===== config.mk =====
export PLATFORM = sky130hd
export DESIGN_NAME = sysclk_prescaler
export DESIGN_NICKNAME = d
export VERILOG_FILES = /design/src/rtl/prescaler_pkg.sv /design/src/rtl/presc_unlock_guard.sv /design/src/rtl/presc_rate_reg.sv /design/src/rtl/presc_div_counter.sv /design/src/rtl/sysclk_prescaler.sv
export SDC_FILE = /design/constraint.sdc
export NUM_CORES = 1
export LEC_CHECK = 0
export BUFFER_PORTS_ARGS = -buffer_cell sky130_fd_sc_hd__buf_4
export CORE_ASPECT_RATIO = 1.2
export CORE_MARGIN = 1.5
export CORE_UTILIZATION = 23
export DETAILED_ROUTE_END_ITERATION = 10
export PLACE_DENSITY_LB_ADDON = 0.15
export SLEW_MARGIN = 20
export SYNTH_ARGS = -nofsm -noshare
export SYNTH_HDL_FRONTEND = slang
export SYNTH_SLANG_ARGS = --single-unit

===== constraint.sdc =====
create_clock -name clk -period 3.2 [get_ports clk]
set_input_delay 0.96 -clock clk [delete_from_list [all_inputs] [get_ports clk]]
set_output_delay 0.96 -clock clk [all_outputs]
set_load 0.005 [all_outputs]

===== src/rtl/prescaler_pkg.sv =====
// Shared constants and types for the switchable clock prescaler.
// Assumes a single clock domain; all widths derive from these defaults.
package prescaler_pkg;
    localparam int PS_MAX_SHIFT  = 8;   // largest exponent, factor 2^8
    localparam int PS_DATA_W     = 8;   // width of the write byte
    localparam int PS_KEY_BIT    = 7;   // bit that marks a key write
    localparam int PS_WIN_CYCLES = 4;   // cycles a key write stays valid

    // Classification of one write cycle on the setting interface.
    typedef enum logic [1:0] {
        WR_IDLE  = 2'd0,
        WR_KEY   = 2'd1,
        WR_VALUE = 2'd2
    } wr_kind_e;
endpackage


===== src/rtl/presc_unlock_guard.sv =====
// Decodes setting writes and enforces the key-then-value sequence.
// A key write opens a window of WIN_CYCLES cycles; one value write in that
// window is accepted and closes it. The exponent field is clamped.
// Assumes wr_strobe is a single-cycle pulse per write.
module presc_unlock_guard
    import prescaler_pkg::*;
#(
    parameter int DATA_W     = PS_DATA_W,
    parameter int KEY_BIT    = PS_KEY_BIT,
    parameter int WIN_CYCLES = PS_WIN_CYCLES,
    parameter int MAX_SHIFT  = PS_MAX_SHIFT,
    parameter int RATE_W     = $clog2(MAX_SHIFT + 1)
) (
    input  logic              clk,
    input  logic              rst_n,
    input  logic              wr_strobe,
    input  logic [DATA_W-1:0] wr_data,
    output logic              load_en,
    output logic [RATE_W-1:0] load_code
);
    localparam int FIELD_W = KEY_BIT;
    localparam int WIN_W   = $clog2(WIN_CYCLES + 1);

    wr_kind_e             kind;
    logic [WIN_W-1:0]     win_q;
    logic [FIELD_W-1:0]   field;

    // Classify the current write cycle.
    always_comb begin
        if (!wr_strobe)              kind = WR_IDLE;
        else if (wr_data[KEY_BIT])   kind = WR_KEY;
        else                         kind = WR_VALUE;
    end

    // Extract and clamp the exponent field.
    always_comb begin
        field = wr_data[FIELD_W-1:0];
        if (int'(field) > MAX_SHIFT) load_code = RATE_W'(MAX_SHIFT);
        else                         load_code = RATE_W'(field);
    end

    assign load_en = (kind == WR_VALUE) && (win_q != '0);

    // Window countdown: reload on a key, close on acceptance, else decay.
    always_ff @(posedge clk) begin
        if (!rst_n)                 win_q <= '0;
        else if (kind == WR_KEY)    win_q <= WIN_W'(WIN_CYCLES);
        else if (load_en)           win_q <= '0;
        else if (win_q != '0)       win_q <= win_q - 1'b1;
    end
endmodule


===== src/rtl/presc_rate_reg.sv =====
// Holds the exponent in effect and the pending one awaiting handover.
// The pending value moves into effect only on a period-end pulse, which
// guarantees every period is a whole old or a whole new period.
// Assumes tick comes from the divider running on the active exponent.
module presc_rate_reg #(
    parameter int RATE_W = 4
) (
    input  logic              clk,
    input  logic              rst_n,
    input  logic              tick,
    input  logic              load_en,
    input  logic [RATE_W-1:0] load_code,
    output logic [RATE_W-1:0] rate,
    output logic              busy
);
    logic [RATE_W-1:0] rate_q;
    logic [RATE_W-1:0] pend_q;
    logic              pend_v;

    // Active exponent: adopt the pending value at a period boundary.
    always_ff @(posedge clk) begin
        if (!rst_n)              rate_q <= '0;
        else if (tick && pend_v) rate_q <= pend_q;
    end

    // Pending slot: a new write always wins; a handover empties it.
    always_ff @(posedge clk) begin
        if (!rst_n) begin
            pend_v <= 1'b0;
            pend_q <= '0;
        end else if (load_en) begin
            pend_v <= 1'b1;
            pend_q <= load_code;
        end else if (tick) begin
            pend_v <= 1'b0;
        end
    end

    assign rate = rate_q;
    assign busy = pend_v;
endmodule


===== src/rtl/presc_div_counter.sv =====
// Free-running period counter on the undivided clock. The period is
// 2^rate cycles; tick marks its last cycle. The counter returns to zero
// after every tick, so a rate change applied at tick starts a full period.
// Assumes rate changes only in the cycle after a tick.
module presc_div_counter #(
    parameter int MAX_SHIFT = 8,
    parameter int RATE_W    = 4
) (
    input  logic              clk,
    input  logic              rst_n,
    input  logic [RATE_W-1:0] rate,
    output logic              tick
);
    localparam int CNT_W = (MAX_SHIFT < 1) ? 1 : MAX_SHIFT;

    logic [CNT_W-1:0] cnt_q;
    logic [CNT_W-1:0] last;

    // Terminal count: the low 'rate' bits set.
    always_comb begin
        for (int i = 0; i < CNT_W; i++) begin
            last[i] = (i < int'(rate));
        end
    end

    assign tick = (cnt_q == last);

    // Count up, wrap to zero at the end of each period.
    always_ff @(posedge clk) begin
        if (!rst_n)    cnt_q <= '0;
        else if (tick) cnt_q <= '0;
        else           cnt_q <= cnt_q + 1'b1;
    end
endmodule


===== src/rtl/sysclk_prescaler.sv =====
// Top of the switchable power-of-two clock prescaler. Produces a period
// enable pulse for the whole synchronous domain, accepts rate changes
// through a key-protected byte write, and hands them over at a period end.
// Assumes one clock and a synchronous active-low reset.
module sysclk_prescaler
    import prescaler_pkg::*;
#(
    parameter int  DATA_W     = PS_DATA_W,
    parameter int  KEY_BIT    = PS_KEY_BIT,
    parameter int  WIN_CYCLES = PS_WIN_CYCLES,
    parameter int  MAX_SHIFT  = PS_MAX_SHIFT,
    localparam int RATE_W     = $clog2(MAX_SHIFT + 1)
) (
    input  logic              clk,
    input  logic              rst_n,
    input  logic              wr_strobe,
    input  logic [DATA_W-1:0] wr_data,
    output logic              tick,
    output logic              busy,
    output logic [RATE_W-1:0] rate_code
);
    logic              load_en;
    logic [RATE_W-1:0] load_code;
    logic [RATE_W-1:0] rate;

    presc_unlock_guard #(
        .DATA_W     (DATA_W),
        .KEY_BIT    (KEY_BIT),
        .WIN_CYCLES (WIN_CYCLES),
        .MAX_SHIFT  (MAX_SHIFT),
        .RATE_W     (RATE_W)
    ) u_guard (
        .clk       (clk),
        .rst_n     (rst_n),
        .wr_strobe (wr_strobe),
        .wr_data   (wr_data),
        .load_en   (load_en),
        .load_code (load_code)
    );

    presc_rate_reg #(
        .RATE_W (RATE_W)
    ) u_rate (
        .clk       (clk),
        .rst_n     (rst_n),
        .tick      (tick),
        .load_en   (load_en),
        .load_code (load_code),
        .rate      (rate),
        .busy      (busy)
    );

    presc_div_counter #(
        .MAX_SHIFT (MAX_SHIFT),
        .RATE_W    (RATE_W)
    ) u_div (
        .clk   (clk),
        .rst_n (rst_n),
        .rate  (rate),
        .tick  (tick)
    );

    assign rate_code = rate;
endmodule


; Yosys cells after proc, flatten, opt, wreduce, memory -nomap -nowiden
; Index checks and enable logic that the tools add are counted.
[word_totals]
regBits = 20
latchBits = 0
mem_bits_rw = 0
romBits = 0
in_bits = 11
word_cells = 36
memories = 0
[classes]
add_sub_neg = 2
multipliers = 0
n_div = 0
magnitude_cmp = 9
eq_ne = 3
n_shift = 0
mux = 8
n_bitwise = 1
n_reduce_logical = 7
[op_table]
columns = operator, n
row1 = 3-bit by 4-bit < comparator with 1-bit output (first input constant), 4
row2 = 3-bit two-way mux, 3
row3 = 8-bit by 1-bit adder with 8-bit output (second input constant), 1
row4 = 8-bit == test, 1
row5 = 1-bit by 4-bit < comparator with 1-bit output (first input constant), 2
row6 = 2-bit by 4-bit < comparator with 1-bit output (first input constant), 2
row7 = 7-bit by 4-bit > comparator with 1-bit output (second input constant), 1
row8 = 3-bit nonzero test, 2
row9 = 2-bit two-way mux, 2
row10 = 4-bit two-way mux, 1
row11 = 3-bit OR reduction, 1
row12 = 3-bit by 1-bit subtractor with 3-bit output (second input constant), 1
row13 = 2-bit by 1-bit == test with 1-bit output (second input constant), 1
row14 = 2-bit == test (second input constant), 1
row15 = 1-bit logical AND, 2
row16 = 1-bit two-way mux, 2
row17 = 2-bit nonzero test, 1
row18 = 2-bit OR reduction, 1
row19 = 1-bit NOT, 1

; Longest topological paths before layout
[logic_depth]
ltp_word = 6
mapped_depth = 7

; Modules after synthesis
; From an unflattened synthesis, not the netlist that was laid out.
[unflattened]
cells_unflattened = 121
hier_area_um2 = 1138.6
[modules_own_cells]
columns = module, instances, cells_each, area_per_inst_um2
row1 = presc_div_counter, 1, 64, 545.5
row2 = presc_rate_reg, 1, 34, 361.6
row3 = presc_unlock_guard, 1, 23, 231.5

; Worst setup path before layout
; No wires, ideal clock.
[synth_path]
kind = register to output
start = register u_rate.rate_q[2], in the netlist u_rate.rate[2]
end = output tick
t_arrival_ns = 1.503
slack_ns = 0.737
stages_incl_launch_ff = 6
n_path_buf = 1
cell_sequence = dfxtp_1 -> buf_6 -> nor3_1 -> nor2_1 -> o311a_4 -> nor4_4
[synth_via]
elab_chain_cells = 2
[synth_rtl]
columns = item, line_no
row1 = start: declaration, presc_rate_reg.sv:16  ; logic [RATE_W-1:0] rate_q;
row2 = start signal: assignment, presc_rate_reg.sv:23  ; else if (tick && pend_v) rate_q <= pend_q;
row3 = 1-bit by 4-bit < comparator with 1-bit output (tied with other cells), presc_div_counter.sv:22  ; last[i] = (i < int'(rate));
row4 = 8-bit == test (*), presc_div_counter.sv:26  ; assign tick = (cnt_q == last);
row5 = end: declaration, sysclk_prescaler.sv:18  ; output logic tick,
; Mark *: on every way between the ends. The rest lies on a longest branch, timed or not.

; Worst setup path after layout
[layout_path]
start = register u_rate.rate_q[3], in the netlist u_rate.rate[3]
end = output tick
; The elaborated chain is that of the path after synthesis.

==> flow_summary.rst <==
.. list-table::
   :header-rows: 1

   * - Metric
     - Value
   * - Pwr per Cell Area
     - 377 nW/um^2
   * - Die boundary width
     - 64.7 um
   * - Number of antenna diodes
     - 0
   * - CTS HTree Levels
     - 1
   * - Gr ovfl total
     - 0
   * - Distinct cell type count after synthesis
     - 34
   * - Reg-to-reg critical path endpoint
     - u_div.cnt_q[2]$_SDFF_PP0_
   * - Number of remaining DRC errors
     - 0
   * - First-pass DRT Iterations
     - 4
   * - Total I/O pin count
     - 17
   * - Number of enable-type register cells in the synthesized netlist
     - 0
   * - Quantity of hold-fixing buffers added after cts
     - 0
   * - Fraction of the yosys area taken by sequential cells
     - 0.381
   * - End point of the critical path
     - tick
   * - Timing startpoint of the critical path
     - u_rate.rate[3]$_SDFFE_PN0P_
   * - Worst hold path stage count
     - 2
   * - Final cycle utilization of the critical path
     - 0.944
   * - Worst-case clock buffer depth
     - 2
   * - Clock network latency to the later pin of the worst-skew pair
     - 0.25 ns
   * - Setup TNS after final layout
     - 0 ns
   * - Clock tree root driver cell
     - sky130_fd_sc_hd__clkbuf_8
   * - Result of the run
     - finished, final reports clean
   * - Initial core utilization
     - 0.243
   * - Number of rows in the core area
     - 26
   * - Worst reg-to-reg setup slack
     - 1.14 ns
   * - Via count of the first global-routing pass
     - 838
   * - Detailed placement HPWL
     - 1710 um
   * - Primary flip-flop cell chosen by synthesis mapping
     - sky130_fd_sc_hd__dfxtp_1
   * - Final weighted congestion in routability-driven placement
     - 0.708
   * - Post-DR wirelength/cell
     - 11.5 um
   * - Post-layout worst setup margin
     - 0.181 ns
   * - Clock transition at the registers of the reported paths
     - 0.07 ns
   * - Num Clock Sinks
     - 20
   * - Global-route wire length before repair
     - 3710 um
   * - DR iter-0 viols
     - 37
   * - Total Die Area
     - 4990 um^2
   * - Setup Fix Bufs, Post-CTS
     - 0
   * - Cts bufs inserted
     - 3
   * - Static leakage power
     - 0.458 nW
   * - Pin count of the biggest net entering global routing
     - 16
   * - Register share of total power
     - 0.538
   * - Fraction of final layout cells with drive strength greater than 1
     - 0.188
   * - Startpoint of the lowest-slack register-to-register path
     - u_rate.rate[3]$_SDFFE_PN0P_
   * - Nets
     - 154
   * - Worst R2R Path Depth
     - 6
   * - Worst setup slack before clock tree synthesis
     - 0.354 ns
   * - Worst hold-check path type
     - register to register
   * - Initial antenna violation count
     - 0
   * - Die extent in y
     - 77.1 um
   * - Post-Syn Area per Cell
     - 8.76 um^2
   * - Max frequency
     - 331 MHz
   * - Critical path data required time
     - 2.24 ns
   * - Maximum fanout encountered on the critical timing path
     - 12
   * - Portion of total power attributed to the clock network
     - 0.336
   * - Max Transition Viols Final
     - 0
   * - Worst slew slack as a fraction of its limit
     - 0.477
   * - NetSw
     - 0.115 mW
   * - Minimum clock period
     - 3.02 ns
   * - Hold slack
     - 0.459 ns
   * - Port bufs
     - 16
   * - Final non-filler cell area
     - 1280 um^2
   * - Final routed wirelength across all metal layers
     - 2230 um
   * - Worst Path Class, Setup
     - register to output port
   * - Synthesis-to-finish area growth
     - 21.9%
   * - Register bit count reported by yosys
     - 20
   * - Final Util
     - 0.296
   * - Via count
     - 886
   * - Post-CTS Resized
     - 0
   * - Proportion of power drawn by combinational gates
     - 0.126
   * - Placed Instance Area
     - 1220 um^2
   * - Ratio of routed vias to standard cells
     - 4.57
   * - Cell area after technology mapping
     - 1050 um^2
   * - Final hold violation count
     - 0
   * - Sw Share
     - 0.238
   * - Post-synth net total
     - 134
   * - Antenna Violating Nets Remaining
     - 0
   * - Instance count of the mapped netlist
     - 120
   * - Total GRT Usage
     - 0.0958
   * - Async set-reset flop share out of synthesis
     - 0
   * - RSZ-0062 raised after global routing
     - false
   * - Final setup viols
     - 0
   * - Arrival time worst endpoint
     - 2.06 ns
   * - Setup Skew
     - 0.00161 ns
   * - Slew at the pin with the worst max-slew slack
     - 0.780 ns
   * - Worst ir drop on vdd
     - 189 uV
   * - Warning count from the yosys run
     - 0
   * - Std-Cell Core Area
     - 4330 um^2
   * - Capturing element type of the critical path
     - output port
   * - Startpoint type of the worst setup path
     - register
   * - Internal power component
     - 0.368 mW
   * - Number of maximum-capacitance constraint violations
     - 0
   * - TritonCTS clock tree
     - yes
-- cell usage in the layout, fill, tap and decap left out, drive strengths merged, types with 2 or more instances in the layout --
master	count
ha	3
xor2	5
nor3	12
inv	7
nor2	11
a22oi	3
a21oi	6
nand3	4
clkbuf	3
nor4	2
and3	4
xnor2	3
nand2	12
nor2b	2
mux2i	4
buf	19
nand2b	3
dfxtp	20
-- cell type report --
cell class,count,area (um^2)
clock buffer,3,41.3
fill,482,3050
inverter,7,26.3
multi-input combinational,89,601
sequential,20,400
tap,56,70.1
timing repair buffer,19,143
-- worst max-delay path, stage by stage (launching register included) --
cell and delay (ns):
sky130_fd_sc_hd__dfxtp_1 0.57, sky130_fd_sc_hd__nor2_1 0.11, sky130_fd_sc_hd__nor4bb_1 0.16, sky130_fd_sc_hd__a311oi_1 0.66
sky130_fd_sc_hd__nor4_4 0.13, sky130_fd_sc_hd__buf_4 0.18
-- cells by family after synthesis --
family | Yosys count | share of synthesized area
mux | 4 | 0.0381
xor+xnor | 8 | 0.0667
fa+ha+maj | 3 | 0.0357
flops | 20 | 0.381
buf+inv | 11 | 0.0476
simple gates | 54 | 0.282
compound gates | 20 | 0.149
-- layer usage --
layer / up-vias / routed length (um) / GRT usage
li1: 463 / - / -
met3: 2 / 80 / 0.0161
met1: 409 / 1040 / 0.110
met2: 12 / 1090 / 0.166
met5: - / 0 / 0
met4: 0 / 24 / 0.0511
-- power groups by stage --
| stage | Sequential [mW] | Combinational (mW) | Clock, mW |
|---|---|---|---|
| after floorplan | 0.265 | 0.0387 | 0 |
| after global placement | 0.266 | 0.0575 | 0 |
| after detailed placement | 0.266 | 0.0591 | 0 |
| after CTS | 0.260 | 0.0594 | 0.170 |
| after global routing | 0.261 | 0.0689 | 0.177 |
| final | 0.260 | 0.0608 | 0.162 |
-- Yosys cell counts, types with 2 or more instances --
| cell type | number | area (um^2) |
|---|---|---|
| sky130_fd_sc_hd__nor2_1 | 11 | 41.3 |
| sky130_fd_sc_hd__nand2b_1 | 3 | 18.8 |
| sky130_fd_sc_hd__xnor2_1 | 3 | 26.3 |
| sky130_fd_sc_hd__a21oi_1 | 6 | 30.0 |
| sky130_fd_sc_hd__nor3_1 | 12 | 60.1 |
| sky130_fd_sc_hd__and3_1 | 4 | 25.0 |
| sky130_fd_sc_hd__inv_1 | 7 | 26.3 |
| sky130_fd_sc_hd__ha_1 | 3 | 37.5 |
| sky130_fd_sc_hd__nand3_1 | 4 | 20.0 |
| sky130_fd_sc_hd__xor2_1 | 5 | 43.8 |
| sky130_fd_sc_hd__mux2i_1 | 4 | 40.0 |
| sky130_fd_sc_hd__nor2b_1 | 2 | 12.5 |
| sky130_fd_sc_hd__a22oi_1 | 3 | 22.5 |
| sky130_fd_sc_hd__clkbuf_1 | 2 | 7.51 |
| sky130_fd_sc_hd__nand2_1 | 12 | 45.0 |
| sky130_fd_sc_hd__dfxtp_1 | 20 | 400 |
| sky130_fd_sc_hd__nor4_4 | 2 | 42.5 |
-- per-stage QoR --
step	instances	power, mW
after floorplan	120	0.303
after global placement	189	0.324
after detailed placement	189	0.325
after CTS	192	0.490
after global routing	194	0.507
final	194	0.483
-- worst min-delay path by stage --
stage,start,endpoint,slack [ns]
2_1_floorplan,u_rate.pend_q[3]$_SDFFE_PN0P_,u_rate.pend_q[3]$_SDFFE_PN0P_,0.43
3_3_place_gp,u_rate.pend_q[3]$_SDFFE_PN0P_,u_rate.pend_q[3]$_SDFFE_PN0P_,0.45
3_5_place_dp,u_rate.pend_q[3]$_SDFFE_PN0P_,u_rate.pend_q[3]$_SDFFE_PN0P_,0.45
4_1_cts,u_rate.pend_q[3]$_SDFFE_PN0P_,u_rate.pend_q[3]$_SDFFE_PN0P_,0.46
5_1_grt,u_rate.pend_q[3]$_SDFFE_PN0P_,u_rate.pend_q[3]$_SDFFE_PN0P_,0.47
6_report,u_rate.pend_q[3]$_SDFFE_PN0P_,u_rate.pend_q[3]$_SDFFE_PN0P_,0.46
-- sequential cells by signal, indices dropped and copies added (netlist names) --
name           count
u_rate.rate        4
u_div.cnt_q        8
u_rate.busy        1
u_guard.win_q      3
u_rate.pend_q      4
Power figures use the tool's default switching activity.
